### config.mk
export PLATFORM = sky130hd
export DESIGN_NAME = baud_reload_gen
export DESIGN_NICKNAME = d
export VERILOG_FILES = /design/src/rtl/baud_reload_pkg.sv /design/src/rtl/baud_reload_store.sv /design/src/rtl/baud_op_sel.sv /design/src/rtl/baud_down_counter.sv /design/src/rtl/baud_reload_gen.sv
export SDC_FILE = /design/constraint.sdc
export NUM_CORES = 1
export LEC_CHECK = 0
export BUFFER_PORTS_ARGS = -buffer_cell sky130_fd_sc_hd__buf_2
export CORE_MARGIN = 3
export CORE_UTILIZATION = 35
export CTS_BUF_LIST = sky130_fd_sc_hd__clkbuf_8
export DETAILED_ROUTE_END_ITERATION = 16
export PLACE_DENSITY_LB_ADDON = 0.15
export SLEW_MARGIN = 10
export SYNTH_ARGS = -nofsm -noshare
export SYNTH_HDL_FRONTEND = slang
export SYNTH_HIERARCHICAL = 1
export SYNTH_SLANG_ARGS = --single-unit
### constraint.sdc
create_clock -name clk -period 5.6 [get_ports clk]
set_clock_uncertainty 0.2 [all_clocks]
set_input_delay 0.28 -clock clk [delete_from_list [all_inputs] [get_ports clk]]
set_output_delay 0.28 -clock clk [all_outputs]
set_load 0.01 [all_outputs]
### src/rtl/baud_reload_pkg.sv
package baud_reload_pkg;

  // What the counter does on the next clock edge.
  typedef enum logic [1:0] {
    OP_HOLD = 2'd0,
    OP_LOAD = 2'd1,
    OP_DEC  = 2'd2,
    OP_WRAP = 2'd3
  } cnt_op_e;

endpackage

### src/rtl/baud_reload_store.sv
module baud_reload_store #(
  parameter int CNT_W = 16
) (
  input  logic             clk,
  input  logic             rst,
  input  logic             run_i,
  input  logic             wr_en_i,
  input  logic [CNT_W-1:0] wr_data_i,
  output logic [CNT_W-1:0] reload_o,
  output logic             pend_o
);

  logic [CNT_W-1:0] reload_q;
  logic             pend_q;

  always_ff @(posedge clk) begin
    if (rst) begin
      reload_q <= '0;
      pend_q   <= 1'b0;
    end else begin
      if (wr_en_i) begin
        reload_q <= wr_data_i;
      end
      // A write while stopped arms the deferred restart.
      // The first running edge then consumes it.
      if (wr_en_i) begin
        pend_q <= ~run_i;
      end else if (run_i) begin
        pend_q <= 1'b0;
      end
    end
  end

  assign reload_o = reload_q;
  assign pend_o   = pend_q;

endmodule

### src/rtl/baud_op_sel.sv
module baud_op_sel
  import baud_reload_pkg::*;
#(
  parameter int CNT_W = 16
) (
  input  logic             run_i,
  input  logic             wr_en_i,
  input  logic             pend_i,
  input  logic [CNT_W-1:0] count_i,
  output cnt_op_e          op_o
);

  // Priority: a running write, then a pending restart, then wrap or decrement.
  always_comb begin
    op_o = OP_HOLD;
    if (run_i) begin
      if (wr_en_i || pend_i) begin
        op_o = OP_LOAD;
      end else if (count_i == '0) begin
        op_o = OP_WRAP;
      end else begin
        op_o = OP_DEC;
      end
    end
  end

endmodule

### src/rtl/baud_down_counter.sv
module baud_down_counter
  import baud_reload_pkg::*;
#(
  parameter int CNT_W = 16
) (
  input  logic             clk,
  input  logic             rst,
  input  cnt_op_e          op_i,
  input  logic [CNT_W-1:0] load_val_i,
  output logic [CNT_W-1:0] count_o,
  output logic             tick_o
);

  localparam logic [CNT_W-1:0] ONE = CNT_W'(1);

  logic [CNT_W-1:0] count_q;
  logic             tick_q;

  always_ff @(posedge clk) begin
    if (rst) begin
      count_q <= '0;
      tick_q  <= 1'b0;
    end else begin
      tick_q <= (op_i == OP_WRAP);
      case (op_i)
        OP_LOAD, OP_WRAP: count_q <= load_val_i;
        OP_DEC:           count_q <= count_q - ONE;
        default:          count_q <= count_q;
      endcase
    end
  end

  assign count_o = count_q;
  assign tick_o  = tick_q;

endmodule

### src/rtl/baud_reload_gen.sv
module baud_reload_gen
  import baud_reload_pkg::*;
#(
  parameter int CNT_W = 16
) (
  input  logic             clk,
  input  logic             rst,
  input  logic             run_i,
  input  logic             wr_en_i,
  input  logic [CNT_W-1:0] wr_data_i,
  output logic [CNT_W-1:0] rd_data_o,
  output logic             tick_o
);

  logic [CNT_W-1:0] reload_w;
  logic             pend_w;
  logic [CNT_W-1:0] count_w;
  logic [CNT_W-1:0] load_val_w;
  cnt_op_e          op_w;

  baud_reload_store #(.CNT_W(CNT_W)) u_store (
    .clk      (clk),
    .rst      (rst),
    .run_i    (run_i),
    .wr_en_i  (wr_en_i),
    .wr_data_i(wr_data_i),
    .reload_o (reload_w),
    .pend_o   (pend_w)
  );

  baud_op_sel #(.CNT_W(CNT_W)) u_sel (
    .run_i  (run_i),
    .wr_en_i(wr_en_i),
    .pend_i (pend_w),
    .count_i(count_w),
    .op_o   (op_w)
  );

  // A write on this edge bypasses the register that has not caught it yet.
  assign load_val_w = wr_en_i ? wr_data_i : reload_w;

  baud_down_counter #(.CNT_W(CNT_W)) u_cnt (
    .clk       (clk),
    .rst       (rst),
    .op_i      (op_w),
    .load_val_i(load_val_w),
    .count_o   (count_w),
    .tick_o    (tick_o)
  );

  assign rd_data_o = count_w;

endmodule

==> results of run 1 <==
[cell families (layout without fill, tap and decap cells)]
family,Yosys count,in the layout
AND/OR/NAND/NOR,76,76
flip-flops,34,34
multiplexers,32,32
AO/OA/AOI/OAI,21,21
buffers and inverters,16,48
XOR/XNOR,10,10
adder cells (fa/ha/maj),1,1
[worst reg2reg max path, cell delays in order, from the launching register on]
cell and delay, ns:
dfxtp_1 0.41, nor4_1 0.36, nand4_1 0.17, a21boi_1 0.63, inv_2 0.39, nor2_1 0.27
a211oi_1 0.07
[placed cells by master (no fill, tap or decap)]
| master | synthesis | layout |
|---|---|---|
| nor3b_1 | 5 | 5 |
| inv_2 | 1 | 1 |
| clkinv_2 | 0 | 2 |
| nor3_1 | 2 | 2 |
| o21ai_0 | 1 | 1 |
| buf_2 | 3 | 36 |
| inv_1 | 3 | 3 |
| clkbuf_8 | 0 | 5 |
| or3_1 | 2 | 2 |
| mux2_2 | 6 | 6 |
| dfxtp_1 | 34 | 34 |
| dlygate4sd3_1 | 0 | 1 |
| a31o_1 | 1 | 1 |
| xor2_1 | 5 | 5 |
| a211oi_2 | 1 | 1 |
| nand3b_1 | 1 | 1 |
| xnor2_1 | 5 | 5 |
| nor2_1 | 38 | 38 |
| a2111oi_1 | 2 | 2 |
| mux2i_1 | 16 | 16 |
| a311oi_1 | 3 | 3 |
| nor4_2 | 2 | 2 |
| a211oi_1 | 7 | 7 |
| a21oi_1 | 4 | 4 |
| o21bai_1 | 1 | 1 |
| nor4_1 | 5 | 5 |
| and2_1 | 1 | 1 |
| ha_1 | 1 | 1 |
| a21boi_1 | 1 | 1 |
| or4_4 | 2 | 2 |
| mux2_4 | 10 | 10 |
| nor4_4 | 1 | 1 |
| nand4b_1 | 2 | 2 |
| nand4_1 | 2 | 2 |
| nand3_1 | 1 | 1 |
| nand2_1 | 9 | 9 |
| nor4b_2 | 1 | 1 |
| nor3_2 | 2 | 2 |
[worst paths after layout]
check	start	end	slack [ns]	depth (start not counted)
setup / recovery	u_cnt/count_o[3]	u_cnt/count_o[10]	2.97	6
setup reg to reg	u_cnt/count_o[3]	u_cnt/count_o[10]	2.97	6
hold reg to reg	u_store/reload_o[3]	u_store/reload_o[3]	0.29	2
hold / removal	wr_data_i[3]	u_store/reload_o[3]	0.05	3
[area by class of cell]
type,count,area [um2]
Tap cell,67,83.83
Fill cell,509,2804
Timing Repair Buffer,37,190.2
Multi-Input combinational cell,140,1059
Clock inverter,2,10.01
Clock buffer,5,68.82
Sequential cell,34,680.7
Inverter,4,15.01
[state kept, by name, summed over array words and instances (netlist names)]
register          flops
u_store/reload_o     16
u_cnt/count_o        16
u_cnt/tick_o          1
u_store/pend_o        1
[where the power goes]
part | internal (mW) | switching (mW)
clock network | 0.0834 | 0.0868
registers | 0.262 | 0.0258
logic | 0.0677 | 0.0726
total | 0.413 | 0.185
[per-layer routing]
| layer | track usage, % | vias up | wire [um] |
|---|---|---|---|
| met5 | 0 | - | 0 |
| met4 | 5.245 | 0 | 42 |
| met3 | 4.535 | 5 | 271 |
| met2 | 18.42 | 36 | 1725 |
| met1 | 20.52 | 667 | 1995 |
| li1 | - | 739 | - |
==> results.md, run 1 <==
- Yosys cell types: 38
- Overall power: 0.5980 mW
- Simple-gate portion of the synthesized area: 22.72%
- Measured slew at the worst slew-check pin: 0.8931 ns
- Syn Nets: 211
- Post-Synth Adder-Cell Area: 0.6761%
- Synth Register Bits: 34
- Max Cap Violations: 0
- Final Hold Slack: 0.04658 ns
- IO Pins: 37
- Wire length per cell after detailed routing: 13.96 um
- Clock latency on the worst-skew pair: 0.28 ns
- Compound-gate portion of the synthesized area: 8.654%
- Post-synth EDFFs: 0
- DRT Pass-1 Iters: 4
- Slew Limit Fails: 0
- Most frequent cell after synthesis: nor2_1
- H-tree Lvls: 2
- Remaining DRCs: 0
- Post-Syn Area: 0.001851 mm2
- Vias in the first global route: 1344
- RSZ-0062 raised after global routing: no
- Cts hold-fix bufs: 1
- Share of layout cells above drive strength 1: 31.08%
- Critical path's top delay family: simple AND/OR/NAND/NOR gates
- Gr ovfl total: 0
- CP Cell Sequence: nor4_1, nand4_1, a21boi_1, inv_2, nor2_1, a211oi_1
- Pin count of the biggest net entering global routing: 35
- Period utilisation layout: 47.01%
- Starting density of the core: 37.68%
- Final Hold Viols: 0
- XOR/XNOR Fraction of Synth Area: 4.733%
- N_diodes: 0
- Lkg Pwr: 0.8972 nW
- Post-DRT Antenna Nets: 0
- Slowest CP cell: a21boi_1
- Via density: 5.007
- Hold Crit Class: primary input to register
- Leading area contributor after synthesis: dfxtp_1
- Root Buffer: clkbuf_8
- Full die area: 0.006196 mm2
- CP max FO: 26
- Clk sink count: 34
- Layout area overhead: 13.86%
- Clock slew at reported path FFs: 0.07 ns
- Port Buffers: 36
- Startpoint types: register
- Post-CTS setup buffers: 0
- DP Cell Count: 281
- Relative slew slack: 40.46%
- Fin nets: 243
- First-pass GRT wire length: 6789 um
- Filler-free cell count of the finished design: 289
- Fin worst setup slack: 2.967 ns
- Fmax: 379.8 MHz
- HPWL after DPL: 2840 um
- Max VDD drop: 122.8 uV
- TritonCTS buffer count: 5
- All-layer global routing usage: 13.92%
- Syn_area_per_cell: 9.740 um2
- CTS tree: yes
- CP arrival: 2.57 ns
- Setup crit end kind: register
- Resize count post-CTS: 0
- Cell Pwr Density: 283.8 mW/mm2
- Yosys warnings: 6
- Post-synth ARST share: 0%
- Die Wd: 78.72 um
- Vias after detailed routing: 1447
- Core ar.: 0.004911 mm2
- Main combinational cell family by area after synthesis: simple AND/OR/NAND/NOR gates
- DIE HEIGHT: 78.72 um
- Status: complete, no violations
- Final setup viols: 0
- Top_reg_cell synth: dfxtp_1
- Minimum clock period after layout: 2.633 ns
- GP Congestion: 0.7335
- Pre-CTS WS: 2.819 ns
- Final Util: 42.90%
- Synth area leaders: dfxtp_1 (37%), mux2i_1 (8.7%), mux2_4 (8.1%)
- Dpl cell area: 0.002018 mm2
- Post-synthesis cell count: 190
- Mux share of post-synthesis cell area: 20.42%
- CP bufs+invs: 1
- Largest stage delay, worst path: 0.63 ns
- Maximum clock path buffer count: 2
- Initial DRC Count: 115
- Initial antenna violation count: 0
- Commonest cells post-synth: nor2_1 (38), dfxtp_1 (34), mux2i_1 (16), mux2_4 (10), nand2_1 (9)
- Routed WL: 4035 um
- Crit Path Class: register to register
- WP data required: 5.54 ns
- Design area: 0.002107 mm2
- Top-area cell type share of the netlist area: 36.78%
- Post-synthesis sequential area ratio: 36.78%
- Setup TNS: 0 ns
- # rows: 25
(Power assumes the default switching activity.)
==> run 2: changes to the inputs <==
- ABC_AREA: unset -> 1
- clock period: 5.6 -> 2.6 ns (I/O delays scaled with it)
==> results.md, run 2 <==
- Status: complete, no violations
- Top-area cell type share of the netlist area: 30.60%
- CP max FO: 13
- Clock slew at reported path FFs: 0.07 ns
- Final Util: 43.73%
- Synth Register Bits: 34
- IO Pins: 37
- Max VDD drop: 262.0 uV
- Wire length per cell after detailed routing: 12.10 um
- Compound-gate portion of the synthesized area: 10.29%
- Final setup viols: 0
- Yosys cell types: 30
- Vias in the first global route: 2094
- Measured slew at the worst slew-check pin: 0.6054 ns
- Top_reg_cell synth: dfxtp_1
- Filler-free cell count of the finished design: 476
- Commonest cells post-synth: nand2_1 (114), nor2_1 (57), inv_1 (36), dfxtp_1 (34), nand2_2 (18)
- Pin count of the biggest net entering global routing: 51
- Main combinational cell family by area after synthesis: simple AND/OR/NAND/NOR gates
- Most frequent cells in the layout: nand2_1 (114), nor2_1 (57), buf_2 (36), inv_1 (36), dfxtp_1 (34)
- DP Cell Count: 453
- Slew Limit Fails: 0
- CTS tree: yes
- Core ar.: 0.006026 mm2
- Leading area contributor after synthesis: dfxtp_1
- Fmax: 473.9 MHz
- Syn_area_per_cell: 6.302 um2
- GP Congestion: 0.8983
- Post-synthesis cell count: 353
- Starting density of the core: 36.92%
- Post-Syn Area: 0.002225 mm2
- Share of layout cells above drive strength 1: 23.44%
- Post-synthesis sequential area ratio: 30.60%
- Post-CTS setup buffers: 0
- Mux share of post-synthesis cell area: 0%
- Yosys warnings: 6
- Minimum clock period after layout: 2.110 ns
- Routed WL: 5758 um
- TritonCTS buffer count: 5
- Root Buffer: clkbuf_8
- HPWL after DPL: 4229 um
- Vias after detailed routing: 2193
- Via density: 4.607
- Gr ovfl total: 0
- Max Cap Violations: 0
- Remaining DRCs: 0
- First-pass GRT wire length: 9846 um
- Port Buffers: 36
- Period utilisation layout: 81.17%
- Initial DRC Count: 99
- Hold Crit Class: primary input to register
- Clk sink count: 34
- DIE HEIGHT: 85.73 um
- Syn Nets: 374
- Crit Path Class: register to register
- Post-synth EDFFs: 0
- N_diodes: 0
- CP arrival: 2.09 ns
- Post-synth ARST share: 0%
- Post-Synth Adder-Cell Area: 0.5624%
- Setup crit end kind: register
- Layout area overhead: 18.45%
- Initial antenna violation count: 0
- Startpoint types: register
- Cell Pwr Density: 588.4 mW/mm2
- Maximum clock path buffer count: 2
- All-layer global routing usage: 17.08%
- RSZ-0062 raised after global routing: no
- # fillers: 688
- Post-DRT Antenna Nets: 0
- Die Wd: 85.73 um
- Final Hold Viols: 0
- Most frequent cell after synthesis: nand2_1
- DRT Pass-1 Iters: 4
- # rows: 28
- Simple-gate portion of the synthesized area: 44.04%
- Relative slew slack: 59.60%
- Setup TNS: 0 ns
- H-tree Lvls: 2
- Synth area leaders: dfxtp_1 (31%), nand2_1 (19%), nor2_1 (9.6%)
- Fin nets: 423
- XOR/XNOR Fraction of Synth Area: 0.7874%
- Clock latency on the worst-skew pair: 0.28 ns
- Lkg Pwr: 1.377 nW
- Commonest non-fill, non-tap cell in the layout: nand2_1
- WP data required: 2.58 ns
- Full die area: 0.007349 mm2
## run 2: area by class of cell
type / instances / area (um2) / share of cell area (%)
Inverter: 43 / 166.4 / 6.315
Tap cell: 75 / 93.84 / 3.561
Sequential cell: 34 / 680.7 / 25.83
Clock buffer: 6 / 82.58 / 3.134
Multi-Input combinational cell: 262 / 1239 / 47.01
Timing Repair Buffer: 56 / 372.9 / 14.15
## run 2: path summary, 6_finish.rpt
| kind | startpoint | endpoint | slack [ns] | cells past startpoint |
|---|---|---|---|---|
| worst max-delay path | u_cnt/count_o[8] | u_cnt/count_o[0] | 0.49 | 10 |
| worst min-delay path | rst | u_cnt/count_o[8] | 0.07 | 2 |
| worst max register to register | u_cnt/count_o[8] | u_cnt/count_o[0] | 0.49 | 10 |
| worst min register to register | u_store/reload_o[9] | u_store/reload_o[9] | 0.28 | 2 |
## run 2: per-stage QoR
| step | worst slack, ns | hold WS (ns) | instance area, um2 | power (mW) |
|---|---|---|---|---|
| 6_report | 0.4896 | 0.06798 | 2635 | 1.550 |
| 4_1_cts | 0.4936 | 0.06157 | 2635 | 1.574 |
| 3_3_place_gp | 0.5685 | 0.1965 | 2382 | 1.154 |
| 5_1_grt | 0.2426 | 0.06787 | 2635 | 1.677 |
| 2_1_floorplan | 0.7940 | 0.08212 | 2225 | 1.032 |
| 3_5_place_dp | 0.5057 | 0.2006 | 2382 | 1.157 |
## run 2: cells by family (layout without fill, tap and decap cells)
kind of cell | after synthesis | after routing
AO/OA/AOI/OAI | 36 | 36
XOR/XNOR | 2 | 2
adder cells (fa/ha/maj) | 1 | 1
buffers and inverters | 57 | 105
flip-flops | 34 | 34
AND/OR/NAND/NOR | 223 | 223
## run 2: per-layer routing
metal / part of all wire (%) / up-vias / routed length [um] / GRT usage [%]
met5: 0 / - / 0 / 0
met4: 2.4 / 0 / 138 / 7.482
met3: 3.6 / 11 / 210 / 3.362
met2: 46 / 44 / 2653 / 28.32
met1: 48 / 972 / 2756 / 21.47
li1: - / 1166 / - / -
## run 2: repair_timing
item	in CTS	in global routing
hold buffers	17	0
resized for setup	0	0
endpoints found under the hold margin	17	0
setup endpoints to repair	0	0
## run 2: power by group
| group | switching [mW] | internal, mW |
|---|---|---|
| sequential | 0.0570 | 0.566 |
| clock | 0.185 | 0.204 |
| combinational | 0.329 | 0.209 |
## run 2: critical path, stage by stage, from the launching register on
cell and delay, ns:
dfxtp_1 0.38, nor2_1 0.14, nand2_1 0.07, nor2_1 0.10
nand2_1 0.07, a21oi_2 0.40, nor2_2 0.24, inv_1 0.13
nor2_1 0.05, o21ai_0 0.18, inv_1 0.06
==> run 3: changes to the inputs <==
- ABC_AREA: 1 -> 0
- clock period: 2.6 -> 1.75 ns (I/O delays scaled with it)
==> results.md, run 3 (synthesis gave the netlist of run 1 again) <==
- H-tree Lvls: 2
- Slowest CP cell: or4_4
- Routed WL: 4811 um
- CP Cell Sequence: buf_6, or4_4, nand4b_1, nor3b_1, a2111oi_2
- Relative slew slack: 66.53%
- HPWL after DPL: 3240 um
- Full die area: 0.006196 mm2
- Slew Limit Fails: 0
- GP Congestion: 0.7969
- Minimum clock period after layout: 1.899 ns
- Overall power: 2.205 mW
- Fmax: 526.7 MHz
- Initial DRC Count: 95
- Root Buffer: clkbuf_8
- Pin count of the biggest net entering global routing: 34
- Maximum clock path buffer count: 2
- Most frequent cells in the layout: buf_2 (36), nor2_1 (36), buf_4 (31)
- Crit Path Class: register to register
- First-pass GRT wire length: 8059 um
- CP bufs+invs: 1
- Fin worst setup slack: -0.1487 ns
- Critical path's top delay family: simple AND/OR/NAND/NOR gates
- Core ar.: 0.004911 mm2
- DRT Pass-1 Iters: 4
- TritonCTS buffer count: 5
- Clock latency on the worst-skew pair: 0.29 ns
- Cell Pwr Density: 778.6 mW/mm2
- CP arrival: 1.87 ns
- R2R depth: 5
- Worst r2r src: u_cnt/count_o[9]
- Period utilisation layout: 108.5%
- Clock slew at reported path FFs: 0.07 ns
- # rows: 25
- Switching share of power: 30.84%
- IO Pins: 37
- Pint: 1.525 mW
- R2R Setup Slk: -0.15 ns
- Gr ovfl total: 0
- RSZ-0062 raised after global routing: yes
- Clock share of power: 24.6%
- Min-delay src: run_i
- Lkg Pwr: 1.256 nW
- CP max FO: 5
- WHS Path Cells: 5
- Starting density of the core: 37.68%
- Die Wd: 78.72 um
- Final Hold Viols: 0
- Failing checks: setup timing
- Max Cap Violations: 0
- Final setup viols: 17
- Via density: 4.749
- All-layer global routing usage: 16.56%
- Fin nets: 305
- DP Cell Count: 311
- Combinational Power Share: 34.4%
- Layout area overhead: 53.01%
- Psw: 0.6800 mW
- Remaining DRCs: 0
- N_diodes: 0
- Largest stage delay, worst path: 0.53 ns
- Max VDD drop: 350.4 uV
- Vias in the first global route: 1646
- Reg-to-Reg End: u_cnt/count_o[13]
- Initial antenna violation count: 0
- Port Buffers: 36
- Startpoint types: register
- Setup crit end kind: register
- Worst Hold Endpoint: u_cnt/tick_o
- Post-DRT Antenna Nets: 0
- Clk sink count: 34
- CTS tree: yes
- Share of layout cells above drive strength 1: 48.94%
- Setup TNS: -1.344 ns
- Measured slew at the worst slew-check pin: 0.5021 ns
- Sequential share of power: 41.0%
- WP data required: 1.72 ns
- Status: finished, violations left
- Hold Crit Class: primary input to register
- Final Util: 57.66%
- Filler-free cell count of the finished design: 351
- Wire length per cell after detailed routing: 13.71 um
- DIE HEIGHT: 78.72 um
- Vias after detailed routing: 1667
-- run 3: worst max path at each step --
stage,from,to,slack (ns),cells after the start
2_1_floorplan,u_cnt/count_o[10],u_cnt/count_o[13],-0.008,3
3_5_place_dp,u_cnt/count_o[9],u_cnt/count_o[8],-0.21,7
3_3_place_gp,u_cnt/count_o[0],u_cnt/count_o[12],-0.16,8
5_1_grt,u_cnt/count_o[0],u_cnt/count_o[10],-0.25,7
4_1_cts,u_cnt/count_o[10],u_cnt/count_o[13],-0.15,6
6_report,u_cnt/count_o[9],u_cnt/count_o[13],-0.15,5
-- run 3: power groups by stage --
stage	Combinational [mW]	Clock, mW	Sequential, mW
after floorplan	0.345	0	0.946
after global placement	0.594	0	0.907
after detailed placement	0.592	0	0.908
after CTS	0.697	0.565	0.902
after global routing	0.827	0.600	0.914
final	0.759	0.541	0.904
-- run 3: layout make-up --
cell class	instances	area, um2
clock buffers	5	68.82
clock inverters	2	7.507
fillers	465	2079
inverters	4	20.02
multi-input cells	140	1201
flip-flops and latches	34	698.2
well taps	67	83.83
repair buffers	99	752.0
-- run 3: per-stage QoR --
stage	instance area, um2	setup WS, ns	hold WS, ns
4_1_cts	2701	-0.1474	0.1228
5_1_grt	2831	-0.2488	0.1623
2_1_floorplan	1909	-0.008403	-0.03319
3_3_place_gp	2281	-0.1637	0.1030
3_5_place_dp	2281	-0.2139	0.09150
6_report	2831	-0.1487	0.1535
-- run 3: per-layer routing --
metal	global-route usage, %	wire length [um]
met3	4.422	274
met2	25.64	2210
met4	5.245	85
met1	22.38	2241
met5	0	0
-- run 3: repair_timing --
item / 4_1_cts / 5_1_grt
resized for setup: 13 / 23
setup endpoints to repair: 16 / 17
hold buffers: 24 / 0
setup buffers: 4 / 5
hold endpoints to repair: 20 / 0
pin swaps: 5 / 13
-- run 3: tightest hold or removal path, stage by stage --
cell,delay (ns)
buf_2,0.11
and2_4,0.16
buf_4,0.15
nand2_2,0.06
nor2_1,0.03
